### src/rtl/uart_rx_pkg.sv
package uart_rx_pkg;

  typedef enum logic [2:0] {
    RX_IDLE,
    RX_START,
    RX_DATA,
    RX_PAR,
    RX_STOP
  } rx_state_e;

  localparam int FL_DRDY = 5;
  localparam int FL_IDLE = 4;
  localparam int FL_OVR  = 3;
  localparam int FL_NF   = 2;
  localparam int FL_FE   = 1;
  localparam int FL_PE   = 0;
  localparam int FL_W    = 6;

  function automatic logic maj3(input logic a, input logic b, input logic c);
    return (a & b) | (a & c) | (b & c);
  endfunction

endpackage

### src/rtl/rx_sync.sv
module rx_sync #(
  parameter int STAGES = 2
) (
  input  logic clk,
  input  logic rst_n,
  input  logic din,
  output logic dout
);
  logic [STAGES-1:0] chain_q;

  // first stage takes the raw line, the others copy their neighbour
  always_ff @(posedge clk or negedge rst_n) begin
    if (!rst_n) chain_q[0] <= 1'b1;
    else        chain_q[0] <= din;
  end

  for (genvar g = 1; g < STAGES; g++) begin : g_stage
    always_ff @(posedge clk or negedge rst_n) begin
      if (!rst_n) chain_q[g] <= 1'b1;
      else        chain_q[g] <= chain_q[g-1];
    end
  end

  assign dout = chain_q[STAGES-1];
endmodule

### src/rtl/rx_framer.sv
module rx_framer
  import uart_rx_pkg::*;
#(
  parameter int OSR      = 16,
  parameter int DATA_MAX = 9
) (
  input  logic                clk,
  input  logic                rst_n,
  input  logic                en,
  input  logic                tick,
  input  logic                line,
  input  logic                nine_bit,
  input  logic                par_en,
  input  logic                par_odd,
  output logic                busy,
  output logic                done,
  output logic [DATA_MAX-1:0] data,
  output logic                noise,
  output logic                ferr,
  output logic                perr
);
  localparam int CW = $clog2(OSR);
  localparam int IW = $clog2(DATA_MAX);
  localparam logic [CW-1:0] SMP0 = CW'(OSR/2 - 1);
  localparam logic [CW-1:0] SMP1 = CW'(OSR/2);
  localparam logic [CW-1:0] SMP2 = CW'(OSR/2 + 1);
  localparam logic [CW-1:0] LAST = CW'(OSR - 1);

  rx_state_e st_q, st_d;
  logic [CW-1:0] cnt_q, cnt_d;
  logic [IW-1:0] idx_q, idx_d, last_idx;
  logic [1:0] smp_q, smp_d;
  logic [DATA_MAX-1:0] sh_q, sh_d;
  logic nacc_q, nacc_d, pacc_q, pacc_d, pbad_q, pbad_d;
  logic fin, maj, split;

  always_comb begin
    maj      = maj3(smp_q[0], smp_q[1], line);
    split    = !((smp_q[0] == smp_q[1]) && (smp_q[1] == line));
    last_idx = nine_bit ? IW'(DATA_MAX - 1) : IW'(DATA_MAX - 2);
    st_d   = st_q;
    cnt_d  = cnt_q;
    idx_d  = idx_q;
    smp_d  = smp_q;
    sh_d   = sh_q;
    nacc_d = nacc_q;
    pacc_d = pacc_q;
    pbad_d = pbad_q;
    fin    = 1'b0;
    if (!en) begin
      st_d = RX_IDLE;
    end else if (tick) begin
      if (st_q == RX_IDLE) begin
        if (!line) begin
          st_d   = RX_START;
          cnt_d  = CW'(1);
          sh_d   = '0;
          nacc_d = 1'b0;
          pacc_d = 1'b0;
          pbad_d = 1'b0;
        end
      end else begin
        cnt_d = cnt_q + CW'(1);
        if (cnt_q == SMP0) smp_d[0] = line;
        if (cnt_q == SMP1) smp_d[1] = line;
        if (cnt_q == SMP2) begin
          nacc_d = nacc_q | split;
          case (st_q)
            RX_START: if (maj) st_d = RX_IDLE;
            RX_DATA: begin
              sh_d[idx_q] = maj;
              pacc_d      = pacc_q ^ maj;
            end
            RX_PAR:  pbad_d = pacc_q ^ maj ^ par_odd;
            RX_STOP: begin
              st_d = RX_IDLE;
              fin  = 1'b1;
            end
            default: ;
          endcase
        end
        if (cnt_q == LAST) begin
          case (st_q)
            RX_START: begin
              st_d  = RX_DATA;
              idx_d = '0;
            end
            RX_DATA: begin
              if (idx_q == last_idx) st_d = par_en ? RX_PAR : RX_STOP;
              else                   idx_d = idx_q + IW'(1);
            end
            RX_PAR:  st_d = RX_STOP;
            default: ;
          endcase
        end
      end
    end
  end

  always_ff @(posedge clk or negedge rst_n) begin
    if (!rst_n) begin
      st_q   <= RX_IDLE;
      cnt_q  <= '0;
      idx_q  <= '0;
      smp_q  <= '0;
      sh_q   <= '0;
      nacc_q <= 1'b0;
      pacc_q <= 1'b0;
      pbad_q <= 1'b0;
      done   <= 1'b0;
    end else begin
      st_q   <= st_d;
      cnt_q  <= cnt_d;
      idx_q  <= idx_d;
      smp_q  <= smp_d;
      sh_q   <= sh_d;
      nacc_q <= nacc_d;
      pacc_q <= pacc_d;
      pbad_q <= pbad_d;
      done   <= fin;
    end
  end

  // result registers, loaded only when a frame finishes
  always_ff @(posedge clk or negedge rst_n) begin
    if (!rst_n) begin
      data  <= '0;
      noise <= 1'b0;
      ferr  <= 1'b0;
      perr  <= 1'b0;
    end else if (fin) begin
      data  <= sh_q;
      noise <= nacc_q | split;
      ferr  <= !maj;
      perr  <= pbad_q & par_en;
    end
  end

  assign busy = (st_q != RX_IDLE);
endmodule

### src/rtl/rx_idle_det.sv
module rx_idle_det #(
  parameter int OSR       = 16,
  parameter int FRAME_MAX = 12
) (
  input  logic clk,
  input  logic rst_n,
  input  logic en,
  input  logic tick,
  input  logic busy,
  input  logic line,
  input  logic nine_bit,
  input  logic par_en,
  output logic idle_evt
);
  localparam int TW = $clog2(OSR * FRAME_MAX + 1);

  logic [TW-1:0] cnt_q, cnt_d, thr;
  logic evt_d, quiet;

  always_comb begin
    thr   = TW'(OSR * (FRAME_MAX - 2 + int'(nine_bit) + int'(par_en)));
    quiet = en && !busy && line;
    cnt_d = cnt_q;
    evt_d = 1'b0;
    if (!quiet) begin
      cnt_d = '0;
    end else if (tick && (cnt_q != thr)) begin
      cnt_d = cnt_q + TW'(1);
      evt_d = (cnt_q == thr - TW'(1));
    end
  end

  always_ff @(posedge clk or negedge rst_n) begin
    if (!rst_n) begin
      cnt_q    <= '0;
      idle_evt <= 1'b0;
    end else begin
      cnt_q    <= cnt_d;
      idle_evt <= evt_d;
    end
  end
endmodule

### src/rtl/uart_wake_rx.sv
module uart_wake_rx
  import uart_rx_pkg::*;
#(
  parameter int OSR         = 16,
  parameter int SYNC_STAGES = 2
) (
  input  logic       clk,
  input  logic       rst_n,
  input  logic       tick16,
  input  logic       rxd,
  input  logic       rx_en,
  input  logic       nine_bit,
  input  logic       par_en,
  input  logic       par_odd,
  input  logic       wake_sel,
  input  logic       standby_set,
  input  logic       stat_rd,
  input  logic       data_rd,
  output logic [7:0] status,
  output logic [8:0] rx_data,
  output logic       standby
);
  localparam int DW = 9;

  logic line_s, busy, fr_done, fr_noise, fr_ferr, fr_perr, idle_evt;
  logic [DW-1:0] fr_data;
  logic [FL_W-1:0] flags_q, flags_d, base;
  logic [DW-1:0] data_q, data_d;
  logic sb_q, sb_d, arm_q, arm_d, clr, msb, accept, wake, data_ld;

  rx_sync #(.STAGES(SYNC_STAGES)) u_sync (
    .clk(clk), .rst_n(rst_n), .din(rxd), .dout(line_s)
  );

  rx_framer #(.OSR(OSR), .DATA_MAX(DW)) u_framer (
    .clk(clk), .rst_n(rst_n), .en(rx_en), .tick(tick16), .line(line_s),
    .nine_bit(nine_bit), .par_en(par_en), .par_odd(par_odd),
    .busy(busy), .done(fr_done), .data(fr_data),
    .noise(fr_noise), .ferr(fr_ferr), .perr(fr_perr)
  );

  rx_idle_det #(.OSR(OSR), .FRAME_MAX(12)) u_idle (
    .clk(clk), .rst_n(rst_n), .en(rx_en), .tick(tick16), .busy(busy),
    .line(line_s), .nine_bit(nine_bit), .par_en(par_en), .idle_evt(idle_evt)
  );

  always_comb begin
    clr     = data_rd & arm_q;
    base    = clr ? '0 : flags_q;
    msb     = nine_bit ? fr_data[DW-1] : fr_data[DW-2];
    accept  = fr_done & (!sb_q | (wake_sel & msb));
    wake    = sb_q & ((fr_done & wake_sel & msb) | (idle_evt & !wake_sel));
    flags_d = base;
    data_d  = data_q;
    data_ld = 1'b0;
    if (accept) begin
      if (base[FL_DRDY]) begin
        flags_d[FL_OVR] = 1'b1;
      end else begin
        flags_d[FL_DRDY] = 1'b1;
        flags_d[FL_NF]   = base[FL_NF] | fr_noise;
        flags_d[FL_FE]   = base[FL_FE] | fr_ferr;
        flags_d[FL_PE]   = base[FL_PE] | fr_perr;
        data_d           = fr_data;
        data_ld          = 1'b1;
      end
    end
    if (idle_evt && !sb_q) flags_d[FL_IDLE] = 1'b1;
    sb_d  = standby_set | (sb_q & !wake);
    arm_d = clr ? 1'b0 : (arm_q | (stat_rd & (|flags_q)));
  end

  always_ff @(posedge clk or negedge rst_n) begin
    if (!rst_n) begin
      flags_q <= '0;
      sb_q    <= 1'b0;
      arm_q   <= 1'b0;
    end else begin
      flags_q <= flags_d;
      sb_q    <= sb_d;
      arm_q   <= arm_d;
    end
  end

  always_ff @(posedge clk or negedge rst_n) begin
    if (!rst_n)       data_q <= '0;
    else if (data_ld) data_q <= data_d;
  end

  assign status  = {2'b00, flags_q};
  assign rx_data = data_q;
  assign standby = sb_q;
endmodule

### config.mk
export PLATFORM = sky130hd
export DESIGN_NAME = uart_wake_rx
export DESIGN_NICKNAME = d
export VERILOG_FILES = /design/src/rtl/uart_rx_pkg.sv /design/src/rtl/rx_sync.sv /design/src/rtl/rx_framer.sv /design/src/rtl/rx_idle_det.sv /design/src/rtl/uart_wake_rx.sv
export SDC_FILE = /design/constraint.sdc
export NUM_CORES = 1
export LEC_CHECK = 0
export CAP_MARGIN = 0
export CORE_MARGIN = 2
export CORE_UTILIZATION = 30
export CTS_BUF_LIST = sky130_fd_sc_hd__clkbuf_8
export DETAILED_ROUTE_END_ITERATION = 16
export PLACE_DENSITY_LB_ADDON = 0.25
export SLEW_MARGIN = 10
export SYNTH_ARGS = -nofsm -noshare
export SYNTH_HDL_FRONTEND = slang
export SYNTH_HIERARCHICAL = 1
export SYNTH_SLANG_ARGS = --single-unit
### constraint.sdc
create_clock -name clk -period 2.5 [get_ports clk]
set_clock_uncertainty 0.05 [all_clocks]
set_input_delay 0.25 -clock clk [delete_from_list [all_inputs] [get_ports clk]]
set_output_delay 0.25 -clock clk [all_outputs]
set_load 0.1 [all_outputs]
==> results of run 1 <==
## critical path, cell delays in order, from the launching register on
cell and delay (ns):
dfrtp_1 0.52, nor3_2 0.41, inv_2 0.21, nand3b_1 0.46, nor4_1 0.33
## logic make-up after synthesis
| logic type | synth area share [%] |
|---|---|
| buffers and inverters | 4.08 |
| other | 0.108 |
| adders and majority gates | 4.99 |
| DFF | 47.8 |
| AOI/OAI and AO/OA | 12.7 |
| xor gates and xnor gates | 2.78 |
| muxes | 9.33 |
| and+or+nand+nor | 18.2 |
## layout make-up
type                    count  area, µm²  area share (%)
clock buffers               9        124            3.03
flip-flops and latches     66       1650            40.4
inverters                  17       63.8            1.56
repair buffers             33        285            6.97
well taps                 143        179            4.37
clock inverters             7        116            2.84
multi-input cells         225       1670            40.8
## worst max-delay path by stage
stage | end | slack, ns
6_report | u_idle/idle_evt | 0.42
5_1_grt | u_idle/idle_evt | 0.21
4_1_cts | u_idle/idle_evt | 0.41
3_5_place_dp | u_idle/cnt_q[2] | 0.17
3_3_place_gp | u_idle/cnt_q[2] | 0.22
2_1_floorplan | rx_data[0] | 0.39
## power breakdown
part	internal, mW	switching (mW)	leakage [nW]	total, mW
combinational	0.134	0.201	0.803	0.335
sequential	1.12	0.0719	0.899	1.19
clock	0.662	0.438	0.120	1.10
total	1.91	0.710	1.82	2.62
## state kept, by name, summed over array words and instances (netlist names), 3 cells and up
signal          cells
flags_q             6
rx_data             9
u_framer/cnt_q      4
u_framer/data       9
u_framer/idx_q      4
u_framer/sh_q       9
u_framer/st_q       3
u_idle/cnt_q        8
## routing by layer
layer / track usage (%) / wire [µm] / vias up
li1: - / - / 1198
met1: 17.3 / 3540 / 1167
met2: 18.4 / 3230 / 41
met3: 2.29 / 212 / 10
met4: 5.51 / 107 / 0
met5: 0 / 0 / -
## through the flow
step           setup WS (ns)  util, %  hold slack [ns]  instance area (µm²)  instances
4_1_cts                0.412     36.1            0.260                 4090        500
2_1_floorplan          0.385        -          -0.0956                 3460        319
6_report               0.422     36.1            0.265                 4090        500
5_1_grt                0.215     36.1            0.257                 4090        500
3_5_place_dp           0.168     33.9            0.242                 3840        483
3_3_place_gp           0.225     33.9            0.235                 3840        483
## cells in the final DEF, fill, tap and decap left out, types with 2 or more instances in the layout
cell | synthesis | routed
nor3_2 | 2 | 2
conb_1 | 1 | 2
bufinv_16 | 0 | 3
xnor2_1 | 9 | 9
inv_1 | 16 | 16
nor2_1 | 15 | 15
a21oi_1 | 6 | 6
clkdlybuf4s50_1 | 0 | 10
a22o_1 | 15 | 15
o21ai_1 | 5 | 5
nand4b_1 | 3 | 3
nand2_1 | 45 | 45
nand4_1 | 5 | 5
mux2_4 | 12 | 12
mux2i_1 | 3 | 3
clkbuf_8 | 0 | 9
o21ai_0 | 10 | 10
nand3b_1 | 7 | 7
xor2_1 | 2 | 2
ha_1 | 13 | 13
a211oi_2 | 2 | 2
o211ai_1 | 2 | 2
nor2b_1 | 4 | 4
dfrtp_1 | 64 | 64
nand3_1 | 9 | 9
or3_1 | 3 | 3
clkinv_2 | 0 | 2
buf_4 | 2 | 20
nor3_1 | 8 | 8
dfstp_2 | 2 | 2
a21oi_2 | 2 | 2
nand4bb_1 | 2 | 2
nand2b_1 | 2 | 2
mux2_2 | 10 | 10
==> impl_metrics.toml, run 1 <==
[outcome]
status = "finished clean"

[global_routing]
grt_usage_pct = 12.3
grt_max_degree = 44
antenna_found_initial = 0
grt_pass1_vias = 2391
grt_overflow_total = 0
grt_pass1_wl_mm = 12.4

[setup_path]
crit_fanout = 12
r2r_start = "u_framer/st_q[0]"
r2r-end = "u_idle/idle_evt"
required_ns = 2.68
crit_type = "reg2reg"
r2r_slack_ns = 0.42
crit_path_end_kind = "register"
reg2reg_depth = 4
cp-start-kind = "register"
cp-startpoint = "u_framer/st_q[0]"
crit_arrival_ns = 2.26

[timing]
hold_violations = 0
finalCritPeriodShare_pct = 83.1
period_minus_slack_ns = 2.08
worst_slew_pin_slew_ns = 0.579
finalSetupViolations = 0
fin_tns_setup_ns = 0
maxSlewViolCount = 0
rsz0062_at_grt = "false"
relSlewSlack_pct = 61.4
clock.fmax_mhz = 481

[synth]
synth_cell_types = 61
synthArstFlopShare_pct = 100
seq_area_frac_synth_pct = 47.8
yosys-top-cells-area = "dfrtp_1, mux2_4, nand2_1"
yosysWarnings = 6
synth.avg_cell_area_um2 = 10.9
ys.flop_type = "dfrtp_1"
synth_cells = 318
synth_edf_count = 0
yosys.area.top_type_share_pct = 46.3
yosys.area.top_type = "dfrtp_1"
synthMostInstantiatedCell = "dfrtp_1"
synth_common_cells = "dfrtp_1, nand2_1, inv_1"
ys_ff_latch = 66
syn_area_um2 = 3460

[power_and_ir_drop]
power.leakage_nw = 1.82
p_per_area_nw_per_um2 = 641
total_power_mw = 2.62
irDropWorstVdd_mv = 0.277

[clock_network]
post_cts_buffers = 0
path_clk_slew_ns = 0.08
cts_resized = 0
cts_buffer_depth = 2
cts_tree = "done"
postCtsHoldBufs = 1
cts_made_buffers = 9
insertion_delay_ns = 0.34
cts-root-buf = "clkbuf_8"
cts.sinks = 66
h-tree-depth = 3

[flow_run]
cap_violations = 0

[floorplanning]
core_um2 = 11300
fp.dieW_um = 111
die_h_um = 111
num_rows = 39
start_util_pct = 30.6
io_pins = 30
die_area_um2 = 12400

[detailed_routing]
firstDrtPassIters = 4
final_antenna_net_count = 0
avgViaCountPerCell = 4.83
routed_wl_mm = 7.09
drc = 0
post_drt_wl_per_cell_um = 14.2
dr.first_iter.drc_count = 85
dr_total_vias = 2416

[final_layout]
syn2layout_area_growth_pct = 18.2
nNetsFinal = 377
drive_gt1_share_pct = 21.6
diodes = 0
nFillCells = 1120

[hold_path]
whs_endpoint = "u_sync/chain_q[0]"
hold_start = "rxd"
min_path_cells = 1
hp-class = "in2reg"

[placement]
port_buffers = 27
dp_hpwl_mm = 5.06
place.gp.congestion = 0.757
Note: power is estimated with default switching activity, not from simulation.
==> run 2, diff against run 1 <==
==> constraint.sdc (replaced) <==
create_clock -name clk -period 1.99 [get_ports clk]
set_clock_uncertainty 0.05 [all_clocks]
set_input_delay 0.199 -clock clk [delete_from_list [all_inputs] [get_ports clk]]
set_output_delay 0.199 -clock clk [all_outputs]
set_load 0.1 [all_outputs]
==> run 2 against run 1 <==
  * Routed wire length is 0.31% higher
  * Power is 24% higher
  * Flip-flop and latch count stayed put
  * Setup slack worse by 0.29 ns
  * First-iteration DRC count is 20% higher
  * Die area stayed put
  * Utilization is 1.0 points higher
  * Final area is 2.9% higher
  * Sequential power is 24% higher
  * Sequential share of layout area is 1.1 points lower
  * Via count is 1.8% higher
  * Combinational power is 47% higher
==> impl_metrics.toml, run 2 (same netlist as run 1, synthesis figures left out) <==
[setup_path]
crit_arrival_ns = 2.05
cp-startpoint = "u_sync/dout"
reg2reg_depth = 6
cp-start-kind = "register"
required_ns = 2.18
crit_type = "reg2reg"
crit_path_end_kind = "register"
crit_path_end = "u_framer/sh_q[5]"
r2r_start = "u_sync/dout"
r2r_slack_ns = 0.13
r2r-end = "u_framer/sh_q[5]"
crit_fanout = 5

[final_layout]
final_cell_mix = "dfrtp_1, nand2_1, buf_4"
design_area_um2 = 4210
nFillCells = 1144
nNetsFinal = 392
fin_util_pct = 37.2
drive_gt1_share_pct = 25.3
multi_input_area_um2 = 1670
diodes = 0
syn2layout_area_growth_pct = 21.6
final_common_cell = "dfrtp_1"
regArea_um2 = 1660

[power_and_ir_drop]
p_per_area_nw_per_um2 = 774
seqPwrFrac_pct = 45.5
p_int_mw = 2.33
irDropWorstVdd_mv = 0.262
power.switching_mw = 0.930
power.leakage_nw = 1.90
p_comb_share_pct = 15.2
clkPwrFrac_pct = 39.3
p_sw_share_pct = 28.5

[detailed_routing]
firstDrtPassIters = 5
dr_total_vias = 2460
dr.first_iter.drc_count = 102
post_drt_wl_per_cell_um = 13.8
routed_wl_mm = 7.11
avgViaCountPerCell = 4.78
drc = 0
final_antenna_net_count = 0

[clock_network]
h-tree-depth = 3
post_cts_buffers = 0
cts.sinks = 66
path_clk_slew_ns = 0.07
cts-root-buf = "clkbuf_8"
cts_made_buffers = 9
cts_buffer_depth = 2
insertion_delay_ns = 0.35
cts_tree = "done"

[placement]
port_buffers = 27
place.gp.congestion = 0.749
dp_hpwl_mm = 5.24
place_area_um2 = 3970

[flow_run]
cap_violations = 0

[hold_path]
hp-class = "in2reg"

[timing]
finalCritPeriodShare_pct = 93.5
finalSetupViolations = 0
rsz0062_at_grt = "false"
maxSlewViolCount = 0
period_minus_slack_ns = 1.86
hold_violations = 0
clock.fmax_mhz = 537

[floorplanning]
io_pins = 30
core_um2 = 11300
die_h_um = 111
fp.dieW_um = 111
start_util_pct = 30.6
num_rows = 39
die_area_um2 = 12400

[global_routing]
grt_pass1_wl_mm = 12.6
grt_pass1_vias = 2487
grt_max_degree = 56
grt_usage_pct = 12.7
grt_overflow_total = 0
antenna_found_initial = 0

[outcome]
status = "finished clean"
==> run 2: how the worst min path moves through the flow <==
stage / start / endpoint / depth (start not counted)
5_1_grt: rxd / u_sync/chain_q[0] / 1
2_1_floorplan: rst_n / arm_q / 0
6_report: rxd / u_sync/chain_q[0] / 1
3_5_place_dp: rst_n / u_framer/cnt_q[0] / 1
4_1_cts: rxd / u_sync/chain_q[0] / 1
3_3_place_gp: rst_n / u_framer/cnt_q[3] / 1
==> run 2: power groups by stage <==
stage,Clock (mW),Combinational (mW),Sequential [mW]
global route,1.37,0.548,1.50
global placement,0,0.483,1.51
CTS,1.32,0.502,1.48
floorplan,0,0.335,1.49
detailed placement,0,0.498,1.51
finish,1.28,0.494,1.48
==> run 2: layer usage <==
metal | part of all wire [%] | wire length, µm | vias up | track usage (%)
li1 | - | - | 1228 | -
met1 | 50 | 3570 | 1183 | 16.8
met2 | 44 | 3150 | 37 | 19.8
met3 | 3.4 | 242 | 12 | 3.05
met4 | 2.2 | 155 | 0 | 5.68
met5 | 0 | 0 | - | 0
==> run 2: cell type report <==
cell class,instances,share of cell area (%)
clock buffer,9,2.94
inverter,17,1.52
timing repair buffer,48,9.75
sequential,66,39.4
multi-input combinational,225,39.8
tap,143,4.25
clock inverter,7,2.41
==> run 2: per-stage QoR <==
| step | power, mW | instances | hold slack (ns) | setup slack, ns | setup TNS [ns] |
|---|---|---|---|---|---|
| 2_1_floorplan | 1.83 | 319 | -0.147 | 0.0847 | 0 |
| 3_3_place_gp | 1.99 | 498 | 0.0626 | -0.110 | -0.762 |
| 3_5_place_dp | 2.01 | 498 | 0.0626 | -0.187 | -1.57 |
| 4_1_cts | 3.31 | 515 | 0.188 | 0.0975 | 0 |
| 5_1_grt | 3.42 | 515 | 0.197 | 0.0347 | 0 |
| 6_report | 3.26 | 515 | 0.197 | 0.129 | 0 |
==> run 2: timing repair <==
item | in CTS | in global routing
setup endpoints to repair | 0 | 1
endpoints found under the hold margin | 11 | 0
resized for setup | 0 | 1
hold buffers | 1 | 0
==> run 2: worst max-delay path, stage by stage, from the launching register on <==
cell      delay [ns]
dfstp_2         0.40
ha_1            0.21
a211oi_2        0.44
nor2_1          0.12
nand3_1         0.19
nor3b_2         0.10
a22o_1          0.24
==> run 3, diff against run 2 <==
--- a/config.mk
+++ b/config.mk
@@ -8,9 +8,7 @@
 export CAP_MARGIN = 0
 export CORE_MARGIN = 2
 export CORE_UTILIZATION = 30
-export CTS_BUF_LIST = sky130_fd_sc_hd__clkbuf_8
 export DETAILED_ROUTE_END_ITERATION = 16
-export PLACE_DENSITY_LB_ADDON = 0.25
 export SLEW_MARGIN = 10
 export SYNTH_ARGS = -nofsm -noshare
 export SYNTH_HDL_FRONTEND = slang
==> run 3 against run 2 <==
  * Setup slack improved by 0.013 ns
  * Critical path depth did not move
  * Via count rose by 2.4%
==> impl_metrics.toml, run 3 (same netlist as run 1, synthesis figures left out) <==
[outcome]
status = "finished clean"

[clock_network]
post_cts_buffers = 0
h-tree-depth = 3
path_clk_slew_ns = 0.06
insertion_delay_ns = 0.33
cts-root-buf = "clkbuf_16"
cts_tree = "done"
cts_buffer_depth = 2
cts_made_buffers = 9
cts.sinks = 66

[setup_path]
required_ns = 2.15
crit_slowest_cell = "dfrtp_1"
crit_path_end_kind = "register"
crit_arrival_ns = 2.01
cp-startpoint = "u_framer/cnt_q[0]"
crit_fanout = 6
cp-start-kind = "register"
crit_type = "reg2reg"
path_cells = "ha_1 > and4b_1 > o211ai_1 > or2_2 > xnor2_1 > nor2_1"
r2r_start = "u_framer/cnt_q[0]"
max_stage_delay_ns = 0.43
reg2reg_depth = 6

[detailed_routing]
post_drt_wl_per_cell_um = 13.8
final_antenna_net_count = 0
firstDrtPassIters = 4
dr_total_vias = 2519
routed_wl_mm = 7.05
dr.first_iter.drc_count = 111
drc = 0
avgViaCountPerCell = 4.92

[global_routing]
grt_max_degree = 37
grt_pass1_wl_mm = 12.0
antenna_found_initial = 0
grt_overflow_total = 0
grt_usage_pct = 11.9
grt_pass1_vias = 2373

[final_layout]
regArea_um2 = 1660
nFillCells = 1113
syn2layout_area_growth_pct = 23.0
fin_util_pct = 37.6
multi_input_area_um2 = 1670
drive_gt1_share_pct = 24.4
nNetsFinal = 390
final_cell_mix = "dfrtp_1, nand2_1, buf_4"
final_common_cell = "dfrtp_1"
diodes = 0
design_area_um2 = 4260

[power_and_ir_drop]
seqPwrFrac_pct = 42.5
p_per_area_nw_per_um2 = 822
power.leakage_nw = 1.93
total_power_mw = 3.50
p_comb_share_pct = 13.9
power.switching_mw = 0.927
irDropWorstVdd_mv = 0.375
clkPwrFrac_pct = 43.6
p_sw_share_pct = 26.5
p_int_mw = 2.57

[hold_path]
hp-class = "in2reg"
min_path_cells = 1
hold_start = "rxd"

[timing]
maxSlewViolCount = 0
rsz0062_at_grt = "false"
clock.fmax_mhz = 541
finalSetupViolations = 0
hold_violations = 0
finalCritPeriodShare_pct = 92.9
fin_hold_ws_ns = 0.214
fin_tns_setup_ns = 0
period_minus_slack_ns = 1.85

[floorplanning]
die_h_um = 111
io_pins = 30
die_area_um2 = 12400
start_util_pct = 30.6
core_um2 = 11300
fp.dieW_um = 111
num_rows = 39

[flow_run]
cap_violations = 0

[placement]
dp_hpwl_mm = 5.16
place_area_um2 = 3950
place.gp.congestion = 0.801
port_buffers = 27
## run 3: what timing repair did
item	CTS	global route
endpoints found under the hold margin	10	0
setup endpoints to repair	0	10
hold buffers	1	0
gates resized for setup	0	2
## run 3: layout make-up
class | count | area share, %
multi-input combinational | 225 | 39.3
inverter | 17 | 1.50
clock buffer | 10 | 5.38
tap | 143 | 4.20
sequential | 66 | 38.9
timing repair buffer | 46 | 9.35
clock inverter | 5 | 1.32
## run 3: worst max-delay path, delay by kind of cell (launching register included)
kind	cells	cell delay, ns
AO/OA/AOI/OAI	1	0.16
XOR/XNOR	1	0.16
adder cells (fa/ha/maj)	1	0.25
flip-flops	1	0.43
AND/OR/NAND/NOR	3	0.67
## run 3: worst paths after layout
kind | end | slack (ns)
max | u_framer/idx_q[0] | 0.14
min | u_sync/chain_q[0] | 0.21
max reg2reg | u_framer/idx_q[0] | 0.14
min reg2reg | u_sync/dout | 0.31
max in group asynchronous | flags_q[5] | 1.08
min in group asynchronous | rx_data[3] | 0.23
## run 3: through the flow
stage | worst slack, ns | cells
2_1_floorplan | 0.0847 | 319
3_3_place_gp | -0.162 | 496
3_5_place_dp | -0.231 | 496
4_1_cts | 0.0819 | 512
5_1_grt | 0.00207 | 512
6_report | 0.142 | 512
## run 3: power by group through the flow
stage          clock, mW  combinational [mW]  sequential, mW
6_report            1.53               0.485            1.49
3_3_place_gp           0               0.470            1.51
5_1_grt             1.61               0.537            1.50
3_5_place_dp           0               0.484            1.51
4_1_cts             1.55               0.488            1.49
2_1_floorplan          0               0.335            1.49
## run 3: per-layer routing
layer,share of wire (%),global-route usage [%],vias up
li1,-,-,1227
met1,50,16.9,1229
met2,44,17.5,54
met3,4.3,3.27,9
met4,1.6,4.69,0
met5,0,0,-
